==> config.mk <==
export PLATFORM = sky130hd
export DESIGN_NAME = vg_trigger_ctrl
export DESIGN_NICKNAME = d
export VERILOG_FILES = /design/src/rtl/vgt_pkg.sv /design/src/rtl/vgt_sync.sv /design/src/rtl/vgt_debounce.sv /design/src/rtl/vgt_decode.sv /design/src/rtl/vg_trigger_ctrl.sv
export SDC_FILE = /design/constraint.sdc
export NUM_CORES = 1
export LEC_CHECK = 0
export BUFFER_PORTS_ARGS = -buffer_cell sky130_fd_sc_hd__buf_2
export CORE_MARGIN = 5
export CORE_UTILIZATION = 34
export CTS_CLUSTER_DIAMETER = 30
export DETAILED_ROUTE_END_ITERATION = 10
export RECOVER_POWER = 100
export SKIP_CTS_REPAIR_TIMING = 1
export SLEW_MARGIN = 10
export SYNTH_ARGS = -nofsm -noshare
export SYNTH_HDL_FRONTEND = slang
export SYNTH_HIERARCHICAL = 1
export SYNTH_SLANG_ARGS = --single-unit
==> constraint.sdc <==
create_clock -name clk -period 5.1 [get_ports clk]
set_input_delay 0.51 -clock clk [delete_from_list [all_inputs] [get_ports clk]]
set_output_delay 0.51 -clock clk [all_outputs]
set_load 0.01 [all_outputs]
==> src/rtl/vgt_pkg.sv <==
package vgt_pkg;

   typedef enum logic {
      SRC_KEYS   = 1'b0,
      SRC_STROBE = 1'b1
   } trig_src_e;

   // bit mask of len adjacent positions from first, wrapping at width
   function automatic logic [31:0] run_mask(input int len, input int first, input int width);
      logic [31:0] m;
      m = '0;
      for (int k = 0; k < len; k++) m[(first + k) % width] = 1'b1;
      return m;
   endfunction

endpackage

==> src/rtl/vgt_sync.sv <==
module vgt_sync #(
   parameter int W      = 8,
   parameter int STAGES = 2
) (
   input  logic         clk,
   input  logic         rst_n,
   input  logic [W-1:0] din,
   output logic [W-1:0] dout
);
   if (STAGES < 0) begin : g_bad
      $error("vgt_sync: STAGES must not be negative");
   end

   if (STAGES == 0) begin : g_pass
      assign dout = din;
   end else begin : g_regs
      logic [W-1:0] stg [STAGES];
      always_ff @(posedge clk) begin
         if (!rst_n) begin
            for (int i = 0; i < STAGES; i++) stg[i] <= '0;
         end else begin
            stg[0] <= din;
            for (int i = 1; i < STAGES; i++) stg[i] <= stg[i-1];
         end
      end
      assign dout = stg[STAGES-1];
   end
endmodule

==> src/rtl/vgt_debounce.sv <==
module vgt_debounce #(
   parameter int W  = 8,
   parameter int CW = 8
) (
   input  logic          clk,
   input  logic          rst_n,
   input  logic          tick,
   input  logic [W-1:0]  raw,
   input  logic [CW-1:0] limit,
   output logic [W-1:0]  stable,
   output logic          upd
);
   logic [W-1:0]  cand;
   logic [CW-1:0] cnt;

   always_ff @(posedge clk) begin
      if (!rst_n) begin
         cand   <= '0;
         cnt    <= '0;
         stable <= '0;
         upd    <= 1'b0;
      end else begin
         upd <= 1'b0;
         if (raw != cand) begin
            cand <= raw;
            cnt  <= '0;
         end else if (tick && (stable != cand)) begin
            if (cnt >= limit - CW'(1)) begin
               stable <= cand;
               upd    <= 1'b1;
               cnt    <= '0;
            end else begin
               cnt <= cnt + CW'(1);
            end
         end
      end
   end

   // a new stable value equals the input seen on the previous cycle
   assert_deb_match_R4: assert property (@(posedge clk) disable iff (!rst_n)
      upd |-> (stable == $past(raw)));
endmodule

==> src/rtl/vgt_decode.sv <==
module vgt_decode #(
   parameter int NK = 8,
   parameter int MR = 4,
   parameter int GW = 5
) (
   input  logic [NK-1:0] pat,
   output logic          valid,
   output logic [GW-1:0] grp
);
   localparam int NG = NK * MR;

   if (MR >= NK || NK > 32 || (1 << GW) < NG) begin : g_bad
      $error("vgt_decode: bad key/run/index sizing");
   end

   logic [NG-1:0] hit;

   for (genvar n = 0; n < MR; n++) begin : g_len
      for (genvar s = 0; s < NK; s++) begin : g_pos
         localparam logic [31:0] FULL = vgt_pkg::run_mask(n + 1, s, NK);
         assign hit[n*NK + s] = (pat == FULL[NK-1:0]);
      end
   end

   always_comb begin
      valid = 1'b0;
      grp   = '0;
      for (int i = 0; i < NG; i++) begin
         if (hit[i]) begin
            valid = 1'b1;
            grp   = GW'(i);
         end
      end
   end
endmodule

==> src/rtl/vg_trigger_ctrl.sv <==
module vg_trigger_ctrl #(
   parameter int NUM_KEYS     = 8,
   parameter int MAX_RUN      = 4,
   parameter int NUM_GROUPS   = 32,
   parameter int SEQ_GROUPS   = 16,
   parameter int DEB_TICKS    = 128,
   parameter int RETRIG_TICKS = 192,
   parameter int SYNC_STAGES  = 2,
   parameter logic [NUM_GROUPS-1:0] EDGE_MASK   = '0,
   parameter logic [NUM_GROUPS-1:0] HOLD_MASK   = '0,
   parameter logic [NUM_GROUPS-1:0] RETRIG_MASK = '0
) (
   input  logic                            clk,
   input  logic                            rst_n,
   input  logic                            tick,
   input  logic                            cpu_mode,
   input  logic [NUM_KEYS-1:0]             keys,
   input  logic                            strobe,
   input  logic                            halt,
   input  logic                            play_done,
   output logic                            start_pulse,
   output logic [$clog2(NUM_GROUPS)-1:0]   start_grp,
   output logic                            stop_pulse,
   output logic                            busy,
   output logic [$clog2(NUM_GROUPS)-1:0]   cur_grp,
   output logic [$clog2(SEQ_GROUPS)-1:0]   seq_pos
);
   import vgt_pkg::*;

   localparam int GW = $clog2(NUM_GROUPS);
   localparam int SW = $clog2(SEQ_GROUPS);
   localparam int CW = $clog2(RETRIG_TICKS + 1);

   if (NUM_GROUPS != NUM_KEYS * MAX_RUN || GW > NUM_KEYS) begin : g_chk_grp
      $error("vg_trigger_ctrl: group count does not match key sizing");
   end
   if (DEB_TICKS < 1 || RETRIG_TICKS < DEB_TICKS) begin : g_chk_deb
      $error("vg_trigger_ctrl: debounce limits out of order");
   end
   if (SEQ_GROUPS > NUM_GROUPS || SEQ_GROUPS < 2) begin : g_chk_seq
      $error("vg_trigger_ctrl: bad sequential range");
   end

   // input synchronisation
   logic [NUM_KEYS:0] in_s;
   vgt_sync #(.W(NUM_KEYS + 1), .STAGES(SYNC_STAGES)) u_sync (
      .clk(clk), .rst_n(rst_n), .din({strobe, keys}), .dout(in_s));

   logic [NUM_KEYS-1:0] keys_s;
   logic                strobe_s;
   assign keys_s   = in_s[NUM_KEYS-1:0];
   assign strobe_s = in_s[NUM_KEYS];

   // debouncing
   logic                busy_q;
   logic [NUM_KEYS-1:0] key_stable;
   logic                key_upd;
   logic [CW-1:0]       key_limit;
   logic                stb_stable;
   logic                stb_upd;

   assign key_limit = busy_q ? CW'(RETRIG_TICKS) : CW'(DEB_TICKS);

   vgt_debounce #(.W(NUM_KEYS), .CW(CW)) u_deb_keys (
      .clk(clk), .rst_n(rst_n), .tick(tick), .raw(keys_s),
      .limit(key_limit), .stable(key_stable), .upd(key_upd));

   vgt_debounce #(.W(1), .CW(CW)) u_deb_stb (
      .clk(clk), .rst_n(rst_n), .tick(tick), .raw(strobe_s),
      .limit(CW'(DEB_TICKS)), .stable(stb_stable), .upd(stb_upd));

   // pattern decode
   logic          key_valid;
   logic [GW-1:0] key_grp;
   vgt_decode #(.NK(NUM_KEYS), .MR(MAX_RUN), .GW(GW)) u_dec (
      .pat(key_stable), .valid(key_valid), .grp(key_grp));

   // control state
   logic [GW-1:0] cur_q, sgrp_q;
   logic [SW-1:0] seq_q;
   trig_src_e     src_q;
   logic          start_q, stop_q;

   logic          stb_rise, trig_evt, held;
   logic [GW-1:0] trig_grp;
   trig_src_e     trig_src;

   assign stb_rise = stb_upd && stb_stable;

   always_comb begin
      trig_evt = 1'b0;
      trig_grp = '0;
      trig_src = SRC_KEYS;
      if (!cpu_mode && key_upd && key_valid) begin
         trig_evt = 1'b1;
         trig_grp = key_grp;
      end else if (stb_rise) begin
         trig_evt = 1'b1;
         trig_src = SRC_STROBE;
         trig_grp = cpu_mode ? keys_s[GW-1:0] : GW'(seq_q);
      end
   end

   assign held = (src_q == SRC_STROBE) ? stb_stable
                                       : (key_valid && (key_grp == cur_q));

   always_ff @(posedge clk) begin
      if (!rst_n) begin
         busy_q  <= 1'b0;
         cur_q   <= '0;
         sgrp_q  <= '0;
         src_q   <= SRC_KEYS;
         seq_q   <= '0;
         start_q <= 1'b0;
         stop_q  <= 1'b0;
      end else begin
         start_q <= 1'b0;
         stop_q  <= 1'b0;
         if (!cpu_mode && stb_rise) seq_q <= seq_q + SW'(1);
         if (halt) begin
            if (busy_q) begin
               stop_q <= 1'b1;
               busy_q <= 1'b0;
            end
         end else if (trig_evt && (!busy_q || RETRIG_MASK[cur_q])) begin
            start_q <= 1'b1;
            sgrp_q  <= trig_grp;
            cur_q   <= trig_grp;
            src_q   <= trig_src;
            busy_q  <= 1'b1;
         end else if (busy_q && HOLD_MASK[cur_q] && !held) begin
            stop_q <= 1'b1;
            busy_q <= 1'b0;
         end else if (busy_q && play_done) begin
            if (!EDGE_MASK[cur_q] && held) begin
               start_q <= 1'b1;
               sgrp_q  <= cur_q;
            end else begin
               busy_q <= 1'b0;
            end
         end
      end
   end

   assign start_pulse = start_q;
   assign start_grp   = sgrp_q;
   assign stop_pulse  = stop_q;
   assign busy        = busy_q;
   assign cur_grp     = cur_q;
   assign seq_pos     = seq_q;

   assert_no_overlap_R11: assert property (@(posedge clk) disable iff (!rst_n)
      !(start_pulse && stop_pulse));
   assert_start_busy_R11: assert property (@(posedge clk) disable iff (!rst_n)
      start_pulse |-> busy);
   assert_halt_drop_R7: assert property (@(posedge clk) disable iff (!rst_n)
      halt |=> (!busy && !start_pulse));
   assert_stop_idle_R8: assert property (@(posedge clk) disable iff (!rst_n)
      stop_pulse |-> (!busy && $past(busy)));
   assert_nonretrig_R10: assert property (@(posedge clk) disable iff (!rst_n)
      (start_pulse && $past(busy) && !$past(play_done)) |-> RETRIG_MASK[$past(cur_grp)]);
endmodule

=== Yosys cells after proc, flatten, opt, wreduce, memory -nomap -nowiden ===
Memory sizes are Yosys's and may differ from the RTL's. A register that Yosys moved wholly into a read port is not among the register bits.
Index checks and enable logic that the tools add are counted.

* Register bits after elaboration: 54
* Memory bits (writable): 18
* Bits in read-only memories: 32
* Output and inout bits: 17
* Word-level logic and storage cells: 199
* Memories kept: 2

* $add $sub $neg: 4
* $lt $le $gt $ge: 3
* Equality and inequality tests: 39
* Muxes and demuxes: 98
* Bitwise logic cells: 8
* Reduce and logical (&&, ||, !) cells: 30

{| class="wikitable"
|+ Memories
! name !! words !! bits a word !! rd ports !! clocked after memory_dff !! write ports !! line !! RTL
|-
| (no name shown) || 32 || 1 || 1 || 1 || 0 || vg_trigger_ctrl.sv:135 || <nowiki>if (!EDGE_MASK[cur_q] && held) begin</nowiki>
|-
| u_sync.g_regs.stg || 2 || 9 || 2 || 0 || 2 || vgt_sync.sv:17 || <nowiki>logic [W-1:0] stg [STAGES];</nowiki>
|}

{| class="wikitable"
|+ Operators with widths
! cell !! count
|-
| 5-bit 2-to-1 mux || 25
|-
| 8-bit equality test (second input constant) || 10
|-
| 1-bit 2-to-1 mux || 54
|-
| 8-bit by 4-bit equality test with 1-bit output (second input constant) || 4
|-
| 8-bit by 5-bit equality test with 1-bit output (second input constant) || 4
|-
| 8-bit by 6-bit equality test with 1-bit output (second input constant) || 4
|-
| 8-bit by 7-bit equality test with 1-bit output (second input constant) || 4
|-
| 4-bit 2-to-1 mux || 8
|-
| 8-bit by 3-bit equality test with 1-bit output (second input constant) || 3
|-
| 9-bit 2-to-1 mux || 2
|-
| 8-bit by 1-bit adder with 8-bit output (second input constant) || 2
|-
| 8-bit by 2-bit equality test with 1-bit output (second input constant) || 2
|-
| 8-bit 2-to-1 mux || 2
|-
| 8-bit != test || 2
|-
| 1-bit logical AND || 12
|-
| 3-bit 2-to-1 mux || 4
|-
| 8-bit by 1-bit equality test with 1-bit output (second input constant) || 1
|-
| 8-bit by 7-bit greater-or-equal comparator with 1-bit output (second input constant) || 1
|-
| 8-bit greater-or-equal comparator || 1
|-
| 8-bit by 1-bit subtractor with 8-bit output (second input constant) || 1
|-
| 7-bit 2-to-1 mux || 1
|-
| 5-bit by 6-bit less-than comparator with 1-bit output (second input constant) || 1
|-
| 1-bit inverter || 6
|-
| 3-bit AND reduction || 2
|-
| 15 further kinds || 26
|}

=== Longest topological paths before layout ===
Gate-level depths: netlist of the first run.

* Word-level depth: 40
* Mapped depth: 12
* Depth with buffers taken out: 10

=== Cells and area by module ===
The synthesis of the first run kept the hierarchy.

{| class="wikitable"
|+ By module, submodules not included
! module !! instances !! cells each !! area an instance (um^2) !! sequential area each (um^2)
|-
| vgt_debounce at u_deb_keys || 1 || 163 || 1529.0 || 500.5
|-
| vg_trigger_ctrl || 1 || 113 || 1079.8 || 360.3
|-
| vgt_debounce at u_deb_stb || 1 || 103 || 819.5 || 220.2
|-
| vgt_decode || 1 || 108 || 699.4 || 0.0
|-
| vgt_sync || 1 || 46 || 569.3 || 360.3
|}

=== Worst setup path before layout of the first run ===
Ideal clock, no wire load.

* Path type: register to register
* Start point: register u_deb_keys.stable[7]
* End point: register busy_q, in the netlist busy
* Library setup time: 0.103 ns
* Arrival time: 2.275 ns
* Path slack: 2.721 ns
* Cell stages (with the launch flop): 11
* Path buffers: 1
* Period minus slack after synthesis: 2.379 ns
* Cell sequence: dfxtp_1 -> buf_6 -> nand3b_4 -> or3_4 -> a21oi_1 -> o22ai_1 -> o2111ai_1 -> xor2_1 -> nor4_4 -> a221oi_2 -> a2111oi_2

* Elaborated cells on any way between the ends: 109

{| class="wikitable"
|+ RTL lines
! element !! line !! RTL
|-
| from (decl) || vgt_debounce.sv:10 || <nowiki>output logic [W-1:0] stable,</nowiki>
|-
| from (signal assigned) || vgt_debounce.sv:29 || <nowiki>stable <= cand;</nowiki>
|-
| 8-bit by 3-bit equality test with 1-bit output || vgt_decode.sv:21 || <nowiki>assign hit[n*NK + s] = (pat == FULL[NK-1:0]);</nowiki>
|-
| 5-bit 2-to-1 mux (15 in series) || vgt_decode.sv:29 || <nowiki>if (hit[i]) begin</nowiki>
|-
| 5-bit 2-to-1 mux * || vgt_decode.sv:29 ||
|-
| named net key_grp[4] || vg_trigger_ctrl.sv:74 || <nowiki>logic [GW-1:0] key_grp;</nowiki>
|-
| 5-bit equality test * || vg_trigger_ctrl.sv:105 || <nowiki>: (key_valid && (key_grp == cur_q));</nowiki>
|-
| 1-bit logical AND * || vg_trigger_ctrl.sv:105 ||
|-
| 1-bit 2-to-1 mux * || vg_trigger_ctrl.sv:104 || <nowiki>assign held = (src_q == SRC_STROBE) ? stb_stable</nowiki>
|-
| 1-bit zero test || vg_trigger_ctrl.sv:131 || <nowiki>end else if (busy_q && HOLD_MASK[cur_q] && !held) begin</nowiki>
|-
| 1-bit logical AND || vg_trigger_ctrl.sv:131 ||
|-
| 3-bit != test (no source line), or another cell as far along || n/a ||
|-
| 2-bit AND reduction (no source line) / 1-bit 2-to-1 mux (equally long branches) || n/a ||
|-
| to (signal assigned) || vg_trigger_ctrl.sv:130 || <nowiki>busy_q <= 1'b1;</nowiki>
|-
| to (signal assigned) || vg_trigger_ctrl.sv:133 || <nowiki>busy_q <= 1'b0;</nowiki>
|-
| to (signal assigned) || vg_trigger_ctrl.sv:139 || <nowiki>busy_q <= 1'b0;</nowiki>
|-
| to (decl) || vg_trigger_ctrl.sv:55 || <nowiki>logic busy_q;</nowiki>
|}

The timed path passes the listed nets; every way through them passes the cells marked *.
A chain may end at the register's enable or synchronous reset.

=== Worst setup path after layout of the first run ===
* Start point: register busy_q, in the netlist busy
* End point: register u_deb_keys.stable[2]

* Cells in the longest elaborated chain, start to end: 4

{| class="wikitable"
|+ RTL lines
! element !! line !! RTL
|-
| from (signal assigned) || vg_trigger_ctrl.sv:109 || <nowiki>busy_q <= 1'b0;</nowiki>
|-
| from (signal assigned) || vg_trigger_ctrl.sv:123 || <nowiki>busy_q <= 1'b0;</nowiki>
|-
| from (signal assigned) || vg_trigger_ctrl.sv:130 ||
|-
| 7-bit 2-to-1 mux || vg_trigger_ctrl.sv:62 || <nowiki>assign key_limit = busy_q ? CW'(RETRIG_TICKS) : CW'(DEB_TICKS);</nowiki>
|-
| 8-bit by 1-bit subtractor with 8-bit output || vgt_debounce.sv:28 || <nowiki>if (cnt >= limit - CW'(1)) begin</nowiki>
|-
| 8-bit greater-or-equal comparator || vgt_debounce.sv:28 ||
|-
| 3-bit AND reduction (no source line) || n/a ||
|}

Every way passes these cells.

==> metrics.txt, run 1 <==
status=complete, but fails checks; FF+latch count, synth=72; count of input and output buffers=31; count of placed standard cells including taps=752; kind of path behind the tightest hold check=input port to register; overall routing resource usage=0.130; die height=128 um; post-route clock period utilization=0.767; Post-DRT Antenna Nets=0; residual overflow from global routing=0; ys async rst share=0; clk slew on worst S/H paths=0.06 ns; antenna diode instance count=0; family with the most delay on the worst path=simple AND/OR/NAND/NOR gates; number of antenna violations at the first check in global routing=0; register area share after synthesis=0.307; count of buffer and inverter cells on the critical path=0; Post-synth EDFFs=0; required time at the endpoint of the critical path=5.24 ns; hold path startpoint=strobe; core footprint=0.0137 sq mm; crit path from=busy; First DRT Iteration DRCs=188; Lkg Pwr=2.11 nW; number of vias per cell after detailed routing=5.06; number of global-route vias before repair=3,768; die width=128 um; I/O pin cnt=32; cell count after synthesis=533; total via count after detailed routing=3,884; source of the worst register-to-register timing path=busy; Setup Total Neg Slack=0 ns; actual slew at the worst max-slew pin=2.11 ns; post-route insts no fill=768; kind of end point of the critical path=register; signal arrival time at the worst endpoint=4.05 ns; cell occurring most often along the worst timing path=sky130_fd_sc_hd__nand2_1; Post-Route WL=10.3 mm; CTS sink count=72; type of origin of the critical path=register; routability cong.=0.904; number of hold violations in the final report=0; final-report max-slew violation count=71; most common library cell in the layout ignoring fill and taps=sky130_fd_sc_hd__dfxtp_1; VDD IR-drop max=0.168 mV; commonest cells after routing, fill and taps aside=72 x sky130_fd_sc_hd__dfxtp_1, 49 x sky130_fd_sc_hd__nand2_1, 44 x sky130_fd_sc_hd__conb_1; violations in the final reports=capacitance limit, slew limit; Max transition margin=-0.408; crit-path max FO=12; share of the core filled with cells in the final layout=0.381; Max-cap violations=2; share of final-layout standard cells stronger than drive strength 1=0.116; clock tree root driver cell=sky130_fd_sc_hd__clkbuf_16; largest net degree at the start of global routing=61; initial cell density of the core=0.342; clock buffer depth=2; maximum clock frequency=256 MHz; total setup violations reported at the end of the flow=0; die footprint=0.0163 sq mm; TritonCTS clock tree=built; number of buffers created by CTS=9; Netlist cell types=79; Worst path max stage delay=1.63 ns; count of standard-cell rows=43; critical path's slowest cell=sky130_fd_sc_hd__nor4_1; average wire length per cell after detail routing=13.4 um; Setup Skew=0.00923 ns; warnings from Yosys=6; remaining design rule violation count=0; average cell area after synthesis=8.81 sq um; worst-skew pair later-pin latency=0.33 ns; Layout Area Growth over Synthesis=11.4%; number of iterations in the first detailed-routing pass=5; Most used DFF post-synth=sky130_fd_sc_hd__dfxtp_1; cell-by-cell listing of the critical path=nor3_1 > nand2_1 > xor2_1 > ha_1 > nand2_1 > nor3_4 > a21oi_1 > nor4_1 > mux2i_1; Synth Cell Area=0.00470 sq mm; hold slack=0.398 ns; fin crit period=3.91 ns; fillers=1,425; total number of H-tree levels=3; Power Density=250 mW/mm^2; global-route wire length before repair=17.8 mm; estimated wirelength of the detail-placed design=7.55 mm; category of the critical setup timing path=register to register; nets=619; setup repair after global routing missed its margin=no
[cell usage after synthesis, drive strengths merged (2+ instances only)]
cell | count | area share
dfxtp | 72 | 0.31
nand2 | 49 | 0.039
and2 | 32 | 0.046
nor2 | 30 | 0.024
xnor2 | 30 | 0.056
buf | 26 | 0.038
a21oi | 25 | 0.036
o21ai | 25 | 0.031
ha | 21 | 0.056
xor2 | 21 | 0.039
nand3 | 20 | 0.021
inv | 15 | 0.012
mux2i | 15 | 0.032
nor3 | 13 | 0.016
nand4 | 12 | 0.017
a211oi | 11 | 0.023
clkbuf | 9 | 0.0075
nand4b | 9 | 0.017
a31oi | 8 | 0.014
and3 | 8 | 0.011
nor4 | 8 | 0.017
nand2b | 7 | 0.011
and4b | 4 | 0.0085
mux2 | 4 | 0.0096
nand3b | 4 | 0.0099
or3 | 4 | 0.0064
a211o | 3 | 0.0056
a21o | 3 | 0.0048
a31o | 3 | 0.0056
o31ai | 3 | 0.0048
a2111oi | 2 | 0.0051
a22oi | 2 | 0.0032
and3b | 2 | 0.0037
conb | 2 | 0.0016
nor2b | 2 | 0.0027
nor4b | 2 | 0.0037
o2111ai | 2 | 0.0051
o21a | 2 | 0.0032
o22a | 2 | 0.0037
o22ai | 2 | 0.0027
or3b | 2 | 0.0037
or4 | 2 | 0.0032
[metal layers]
metal	share of wire	GRT usage	vias up
met3	0.035	0.0222	16
met4	0.017	0.0498	0
li1	-	-	1971
met5	0	0	-
met2	0.47	0.207	79
met1	0.48	0.175	1818
[sequential cells by signal, indices dropped and copies added, names as in the netlist]
signal             flops
u_deb_keys/cand        8
u_deb_stb/stable       1
u_deb_stb/cnt          8
cur_grp                5
seq_pos                4
stop_pulse             1
u_deb_keys/upd         1
busy                   1
start_grp              5
u_deb_stb/upd          1
u_deb_stb/cand         1
u_deb_keys/stable      8
src_q                  1
u_sync/g_regs.stg     18
u_deb_keys/cnt         8
start_pulse            1
[path summary, 6_finish.rpt]
check / to / slack [ns] / cells past startpoint
setup / recovery: u_deb_keys/stable[2] / 1.19 / 9
hold / removal: u_sync/g_regs.stg[0][8] / 0.40 / 2
setup reg to reg: u_deb_keys/stable[2] / 1.19 / 9
hold reg to reg: u_sync/g_regs.stg[0][14] / 0.44 / 1
[cell type report]
cell class | count | area [sq um] | share of cell area
multi-input combinational | 453 | 3060 | 0.585
sequential | 72 | 1440 | 0.275
timing repair buffer | 32 | 138 | 0.0263
clock inverter | 6 | 72.6 | 0.0139
clock buffer | 10 | 239 | 0.0457
tap | 180 | 225 | 0.0430
inverter | 15 | 56.3 | 0.0108
[through the flow]
stage	cell area (sq um)	power [W]	setup WS, ns
floorplan	4850	0.000659	2.72
global placement	5030	0.000674	2.09
detailed placement	5030	0.000675	1.95
CTS	5340	0.00133	1.93
global route	5230	0.00137	0.861
finish	5230	0.00131	1.19
[power breakdown]
group / internal (W) / leakage, nW / switching (W)
logic: 0.0000332 / 1.38 / 0.0000494
clock network: 0.000399 / 0.151 / 0.000252
registers: 0.000571 / 0.584 / 0.00000580
total: 0.00100 / 2.11 / 0.000307
[kinds of logic after synthesis]
logic type / share of synthesized area
compound gates: 0.170
mux: 0.0416
buf+inv: 0.0575
other cells: 0.00160
fa+ha+maj: 0.0559
flops: 0.307
xor+xnor: 0.0951
simple gates: 0.271
[worst reg2reg max path, stage by stage (launching register included)]
cell	delay, ns
sky130_fd_sc_hd__dfxtp_1	0.63
sky130_fd_sc_hd__nor3_1	0.09
sky130_fd_sc_hd__nand2_1	0.10
sky130_fd_sc_hd__xor2_1	0.07
sky130_fd_sc_hd__ha_1	0.29
sky130_fd_sc_hd__nand2_1	0.12
sky130_fd_sc_hd__nor3_4	0.28
sky130_fd_sc_hd__a21oi_1	0.31
sky130_fd_sc_hd__nor4_1	1.63
sky130_fd_sc_hd__mux2i_1	0.20
Power figures use the tool's default switching activity.
==> run 2: changes to the inputs <==
- clock period: 5.1 -> 4 ns (I/O delays scaled with it)
==> metrics.txt, run 2 (same netlist as run 1, synthesis figures left out) <==
power share of the sequential group=0.461 (was 0.440); internal power=0.00120 W (was 0.00100 W); overall routing resource usage=0.129 (was 0.130); maximum clock frequency=304 MHz (was 256 MHz); Layout Area Growth over Synthesis=10.4% (was 11.4%); number of antenna violations at the first check in global routing=0 (unchanged); residual overflow from global routing=0 (unchanged); remaining design rule violation count=0 (unchanged); signal arrival time at the worst endpoint=3.48 ns (was 4.05 ns); Lkg Pwr=2.10 nW (was 2.11 nW); clock tree root driver cell=sky130_fd_sc_hd__clkbuf_16 (unchanged); VDD IR-drop max=0.232 mV (was 0.168 mV); Max-cap violations=1 (was 2); die footprint=0.0163 sq mm (unchanged); clock buffer depth=2 (unchanged); type of origin of the critical path=register (unchanged); largest net degree at the start of global routing=43 (was 61); Worst path max stage delay=0.85 ns (was 1.63 ns); Post-DRT Antenna Nets=0 (unchanged); final-report max-slew violation count=43 (was 71); routability cong.=0.862 (was 0.904); number of hold violations in the final report=0 (unchanged); First DRT Iteration DRCs=217 (was 188); required time at the endpoint of the critical path=4.18 ns (was 5.24 ns); total via count after detailed routing=3,866 (was 3,884); TritonCTS clock tree=built (unchanged); number of vias per cell after detailed routing=5.03 (was 5.06); core footprint=0.0137 sq mm (unchanged); number of global-route vias before repair=3,752 (was 3,768); actual slew at the worst max-slew pin=1.53 ns (was 2.11 ns); count of input and output buffers=31 (unchanged); switching power=0.000395 W (was 0.000307 W); Power Density=308 mW/mm^2 (was 250 mW/mm^2); critical path's slowest cell=sky130_fd_sc_hd__dfxtp_1 (was sky130_fd_sc_hd__nor4_1); Setup Total Neg Slack=0 ns (unchanged); total placed instance area=0.00503 sq mm (unchanged); post-route clock period utilization=0.823 (was 0.767); register with the highest flop count=u_sync/g_regs.stg (unchanged); number of buffers created by CTS=9 (unchanged); estimated wirelength of the detail-placed design=7.56 mm (was 7.55 mm); die height=128 um (unchanged); Post-Route WL=10.2 mm (was 10.3 mm); violations in the final reports=capacitance limit, slew limit (unchanged); count of placed standard cells including taps=752 (unchanged); CTS sink count=72 (unchanged); clk slew on worst S/H paths=0.06 ns (about the same); commonest cells after routing, fill and taps aside=72 x sky130_fd_sc_hd__dfxtp_1, 49 x sky130_fd_sc_hd__nand2_1, 44 x sky130_fd_sc_hd__conb_1 (unchanged); most common library cell in the layout ignoring fill and taps=sky130_fd_sc_hd__dfxtp_1 (unchanged); total number of H-tree levels=3 (unchanged); number of iterations in the first detailed-routing pass=4 (was 5); total setup violations reported at the end of the flow=0 (unchanged); antenna diode instance count=0 (unchanged); cell-by-cell listing of the critical path=nor3_1 > nand4_1 > a21oi_1 > o22ai_1 > o2111ai_1 > xor2_1 > nor4_1 > a31oi_1 > mux2i_1 (was nor3_1 > nand2_1 > xor2_1 > ha_1 > nand2_1 > nor3_4 > a21oi_1 > nor4_1 > mux2i_1); status=complete, but fails checks (unchanged); global-route wire length before repair=17.7 mm (was 17.8 mm); share of final-layout standard cells stronger than drive strength 1=0.111 (was 0.116); net switching share of the total power=0.247 (was 0.234); number of flip-flops in the largest register=18 (unchanged); post-route insts no fill=768 (unchanged); count of standard-cell rows=43 (unchanged); die width=128 um (unchanged); kind of end point of the critical path=register (unchanged); setup repair after global routing missed its margin=no (unchanged); average wire length per cell after detail routing=13.3 um (was 13.4 um); category of the critical setup timing path=register to register (unchanged); combinational group share of total power=0.066 (was 0.063); initial cell density of the core=0.342 (unchanged); Max transition margin=-0.0228 (was -0.408); nets=619 (unchanged); fin crit period=3.29 ns (was 3.91 ns); Setup Skew=0.00346 ns (was 0.00923 ns); I/O pin cnt=32 (unchanged); kind of path behind the tightest hold check=input port to register (unchanged); clock share of power=0.473 (was 0.497); crit-path max FO=20 (was 12); final standard cell area without fillers=0.00519 sq mm (was 0.00523 sq mm); worst-skew pair later-pin latency=0.33 ns (about the same)
==> run 2: cell type report <==
| type | instances | area (sq um) |
|---|---|---|
| tap | 180 | 225 |
| clock inverter | 7 | 61.3 |
| clock buffer | 9 | 225 |
| fill | 1392 | 8530 |
| sequential | 72 | 1440 |
| timing repair buffer | 32 | 136 |
| inverter | 15 | 56.3 |
| multi-input combinational | 453 | 3040 |
==> run 2: metal layers <==
layer  vias to the layer above  GRT usage  routed length (um)
met5                         -          0                   0
met4                         0     0.0341                 104
met3                        11     0.0334                 422
met2                        84      0.215                4850
met1                      1798      0.167                4830
li1                       1973          -                   -
==> run 2: per-stage QoR <==
| stage | worst slack [ns] | utilization | total power [W] | hold WS (ns) |
|---|---|---|---|---|
| 3_3_place_gp | 1.08 | 0.367 | 0.000859 | 0.422 |
| 4_1_cts | 0.967 | 0.387 | 0.00162 | 0.270 |
| 3_5_place_dp | 0.990 | 0.367 | 0.000861 | 0.420 |
| 2_1_floorplan | 1.62 | - | 0.000841 | 0.412 |
| 5_1_grt | 0.457 | 0.378 | 0.00167 | 0.274 |
| 6_report | 0.707 | 0.378 | 0.00160 | 0.286 |
==> run 2: final timing paths <==
| check | start | to | slack, ns | cells after the start |
|---|---|---|---|---|
| worst min-delay path | keys[0] | u_sync/g_regs.stg[0][0] | 0.29 | 2 |
| worst min register to register | u_sync/g_regs.stg[0][2] | u_sync/g_regs.stg[0][11] | 0.43 | 1 |
| worst max-delay path | u_deb_keys/stable[0] | start_grp[2] | 0.71 | 9 |
| worst max register to register | u_deb_keys/stable[0] | start_grp[2] | 0.71 | 9 |
==> run 2: critical path: cells and delay by family (launching register included) <==
kind            cells  cell delay, ns
compound gates      4            1.00
simple gates        3            0.88
flops               1            0.85
mux                 1            0.21
xor+xnor            1            0.20
==> run 2: power by group through the flow <==
stage / logic [W] / clock network (W) / registers [W]
after CTS: 0.000110 / 0.000778 / 0.000736
final: 0.000105 / 0.000756 / 0.000736
after global routing: 0.000122 / 0.000816 / 0.000737
after detailed placement: 0.000109 / 0 / 0.000752
after floorplan: 0.0000926 / 0 / 0.000748
after global placement: 0.000107 / 0 / 0.000752
==> run 3: changes to the inputs <==
- ABC_AREA: default -> 1
- clock period: 4 -> 3.3 ns (I/O delays scaled with it)
==> metrics.txt, run 3 <==
clock share of power=0.516 (was 0.473); Synth Cell Area=0.00472 sq mm (was 0.00470 sq mm); Post-Route WL=9.62 mm (was 10.2 mm); number of hold violations in the final report=0 (unchanged); initial cell density of the core=0.344 (was 0.342); count of input and output buffers=31 (unchanged); category of the critical setup timing path=register to register (unchanged); kind of path behind the tightest hold check=input port to register (unchanged); final-report max-slew violation count=0 (was 43); largest net degree at the start of global routing=25 (was 43); combinational group share of total power=0.066 (about the same); Max-cap violations=0 (was 1); average cell area after synthesis=6.58 sq um (was 8.81 sq um); VDD IR-drop max=0.341 mV (was 0.232 mV); I/O pin cnt=32 (unchanged); internal power=0.00167 W (was 0.00120 W); estimated wirelength of the detail-placed design=7.57 mm (was 7.56 mm); power share of the sequential group=0.418 (was 0.461); overall routing resource usage=0.122 (was 0.129); worst slack, placed=0.617 ns (was 0.990 ns); Setup Skew=0.00998 ns (was 0.00346 ns); crit-path max FO=20 (unchanged); setup slack on the worst flop-to-flop path=0.47 ns (was 0.71 ns); FF+latch count, synth=72 (unchanged); endpoint of the worst-slack reg-to-reg timing path=cur_grp[4] (was start_grp[2]); Hold Path Stages=3 (was 2); count of placed standard cells including taps=941 (was 752); TritonCTS clock tree=built (unchanged); most repeated cell in the gate-level netlist after synthesis=sky130_fd_sc_hd__nand2_1 (was sky130_fd_sc_hd__dfxtp_1); share of final-layout standard cells stronger than drive strength 1=0.115 (was 0.111); number of flip-flops in the largest register=18 (unchanged); CTS sink count=72 (unchanged); worst-skew pair later-pin latency=0.33 ns (about the same); register area share after synthesis=0.305 (was 0.307); source of the worst register-to-register timing path=u_deb_keys/stable[0] (unchanged); Post-DRT Antenna Nets=0 (unchanged); Setup Total Neg Slack=0 ns (unchanged); ys async rst share=0 (unchanged); remaining design rule violation count=0 (unchanged); switching power=0.000466 W (was 0.000395 W); post-route insts no fill=957 (was 768); Worst path max stage delay=0.42 ns (was 0.85 ns); depth of the most critical reg-to-reg path=14 (was 9); type of origin of the critical path=register (unchanged); total via count after detailed routing=4,070 (was 3,866); fin crit period=2.83 ns (was 3.29 ns); routability cong.=0.912 (was 0.862); count of standard-cell rows=43 (unchanged); status=finished clean (was complete, but fails checks); nets=808 (was 619); endpoint with the worst hold slack=u_sync/g_regs.stg[0][4] (was u_sync/g_regs.stg[0][0]); global-route wire length before repair=16.6 mm (was 17.7 mm); die height=128 um (about the same); residual overflow from global routing=0 (unchanged); total setup violations reported at the end of the flow=0 (unchanged); number of antenna violations at the first check in global routing=0 (unchanged); cell occurring most often along the worst timing path=sky130_fd_sc_hd__nand3_1; number of buffers created by CTS=9 (unchanged); First DRT Iteration DRCs=215 (was 217); antenna diode instance count=0 (unchanged); required time at the endpoint of the critical path=3.50 ns (was 4.18 ns); leading cell types by total area after synthesis=sky130_fd_sc_hd__dfxtp_1 31%, sky130_fd_sc_hd__nand2_1 16%, sky130_fd_sc_hd__inv_1 9.5% (was sky130_fd_sc_hd__dfxtp_1 31%, sky130_fd_sc_hd__ha_1 5.6%, sky130_fd_sc_hd__xnor2_1 5.6%); actual slew at the worst max-slew pin=1.03 ns (was 1.53 ns); maximum clock frequency=354 MHz (was 304 MHz); Post-synth EDFFs=0 (unchanged); total number of H-tree levels=3 (unchanged); share of Yosys cell area claimed by the top area cell type=0.305 (was 0.307); fillers=1,459 (was 1,392); setup repair after global routing missed its margin=no (unchanged); Power Density=400 mW/mm^2 (was 308 mW/mm^2); register with the highest flop count=u_sync/g_regs.stg (unchanged); commonest cells after routing, fill and taps aside=201 x sky130_fd_sc_hd__nand2_1, 120 x sky130_fd_sc_hd__inv_1, 84 x sky130_fd_sc_hd__nor2_1 (was 72 x sky130_fd_sc_hd__dfxtp_1, 49 x sky130_fd_sc_hd__nand2_1, 44 x sky130_fd_sc_hd__conb_1); Lkg Pwr=2.67 nW (was 2.10 nW); kind of end point of the critical path=register (unchanged); Layout Area Growth over Synthesis=13.3% (was 10.4%); top cell type by total area after synthesis=sky130_fd_sc_hd__dfxtp_1 (unchanged); signal arrival time at the worst endpoint=3.03 ns (was 3.48 ns); most common library cell in the layout ignoring fill and taps=sky130_fd_sc_hd__nand2_1 (was sky130_fd_sc_hd__dfxtp_1); hold path startpoint=keys[4] (was keys[0]); critical path's slowest cell=sky130_fd_sc_hd__o311ai_1 (was sky130_fd_sc_hd__dfxtp_1); net switching share of the total power=0.218 (was 0.247); Most used DFF post-synth=sky130_fd_sc_hd__dfxtp_1 (unchanged); cell count after synthesis=717 (was 533); number of global-route vias before repair=3,709 (was 3,752); number of iterations in the first detailed-routing pass=4 (unchanged); warnings from Yosys=6 (unchanged); Commonest cells post-synth=200 x sky130_fd_sc_hd__nand2_1, 119 x sky130_fd_sc_hd__inv_1, 83 x sky130_fd_sc_hd__nor2_1 (was 72 x sky130_fd_sc_hd__dfxtp_1, 49 x sky130_fd_sc_hd__nand2_1, 30 x sky130_fd_sc_hd__nor2_1, 30 x sky130_fd_sc_hd__xnor2_1); clk slew on worst S/H paths=0.06 ns (about the same); number of vias per cell after detailed routing=4.25 (was 5.03); Netlist cell types=47 (was 79); hold slack=0.184 ns (was 0.286 ns); average wire length per cell after detail routing=10.1 um (was 13.3 um); core footprint=0.0137 sq mm (unchanged); Max transition margin=0.313 (was -0.0228); clock buffer depth=2 (unchanged); post-route clock period utilization=0.857 (was 0.823); cell-by-cell listing of the critical path=nor2_2 > inv_1 > nor2_2 > nand3_1 > o311ai_1 > nor2_1 > nand3_1 > nand3_1 > nand2_4 > nand2_4 > inv_4 > nand2_2 > o21ai_0 > a21oi_1 (was nor3_1 > nand4_1 > a21oi_1 > o22ai_1 > o2111ai_1 > xor2_1 > nor4_1 > a31oi_1 > mux2i_1); min setup slack post-route=0.472 ns (was 0.707 ns); die footprint=0.0163 sq mm (about the same); clock tree root driver cell=sky130_fd_sc_hd__clkbuf_16 (unchanged); die width=128 um (about the same)
-- run 3: cell count changes in the layout (fill, tap and decap cells not counted), moves of 9 or more --
| cell | delta |
|---|---|
| sky130_fd_sc_hd__mux2i_1 | -14 |
| sky130_fd_sc_hd__nor2_1 | +54 |
| sky130_fd_sc_hd__nand4b_1 | -9 |
| sky130_fd_sc_hd__inv_2 | +19 |
| sky130_fd_sc_hd__and2_1 | -13 |
| sky130_fd_sc_hd__xnor2_1 | -23 |
| sky130_fd_sc_hd__a211oi_1 | -9 |
| sky130_fd_sc_hd__nor2_2 | +12 |
| sky130_fd_sc_hd__nand2_1 | +152 |
| sky130_fd_sc_hd__conb_1 | -14 |
| sky130_fd_sc_hd__and2_2 | -14 |
| sky130_fd_sc_hd__inv_1 | +105 |
| sky130_fd_sc_hd__a21oi_1 | +11 |
-- run 3: critical path, delay by kind of cell (launching register included) --
family / cells / cell delay [ns]
and+or+nand+nor: 9 / 1.41
AOI/OAI and AO/OA: 3 / 0.71
buffers and inverters: 2 / 0.20
DFF: 1 / 0.38
-- run 3: cell families (layout without fill, tap and decap cells) --
| logic type | count (synthesis) | after routing | synth area share |
|---|---|---|---|
| multiplexers | 1 | 1 | 0.00212 |
| buffers and inverters | 157 | 189 | 0.143 |
| XOR/XNOR | 23 | 23 | 0.0427 |
| AO/OA/AOI/OAI | 72 | 72 | 0.0912 |
| flip-flops | 72 | 72 | 0.305 |
| other | 2 | 30 | 0.00159 |
| adder cells (fa/ha/maj) | 21 | 21 | 0.0557 |
| AND/OR/NAND/NOR | 369 | 369 | 0.358 |
-- run 3: stage by stage --
step	util	total power (W)	cell area, sq um
after floorplan	-	0.00103	4820
after global routing	0.390	0.00224	5350
after global placement	0.370	0.00106	5070
after CTS	0.394	0.00217	5410
final	0.390	0.00214	5350
after detailed placement	0.370	0.00106	5070
-- run 3: power groups by stage --
stage | combinational (W) | sequential, W | clock [W]
2_1_floorplan | 0.000125 | 0.000908 | 0
4_1_cts | 0.000144 | 0.000893 | 0.00113
3_3_place_gp | 0.000143 | 0.000912 | 0
6_report | 0.000142 | 0.000893 | 0.00110
5_1_grt | 0.000168 | 0.000894 | 0.00118
3_5_place_dp | 0.000144 | 0.000912 | 0
-- run 3: how the worst max path moves through the flow --
stage	from	to	slack, ns	depth (start not counted)
global placement	u_deb_keys/stable[1]	start_grp[2]	0.58	16
global route	u_deb_keys/stable[1]	start_grp[0]	0.07	15
floorplan	u_deb_keys/stable[3]	start_grp[0]	1.09	17
finish	u_deb_keys/stable[0]	cur_grp[4]	0.47	14
detailed placement	u_deb_keys/stable[1]	start_grp[1]	0.62	16
CTS	u_deb_keys/stable[3]	start_grp[1]	0.57	16
-- run 3: cell type report --
class | instances | area [sq um] | area share
clock buffer | 11 | 233 | 0.0435
clock inverter | 5 | 104 | 0.0194
inverter | 140 | 528 | 0.0988
multi-input combinational | 516 | 2670 | 0.500
sequential | 72 | 1440 | 0.270
tap | 180 | 225 | 0.0421
timing repair buffer | 33 | 141 | 0.0265
-- run 3: metal layers --
| layer | track usage | part of all wire | vias up |
|---|---|---|---|
| li1 | - | - | 2276 |
| met1 | 0.158 | 0.49 | 1702 |
| met2 | 0.201 | 0.45 | 72 |
| met3 | 0.0233 | 0.037 | 20 |
| met4 | 0.0424 | 0.022 | 0 |
| met5 | 0 | 0 | - |
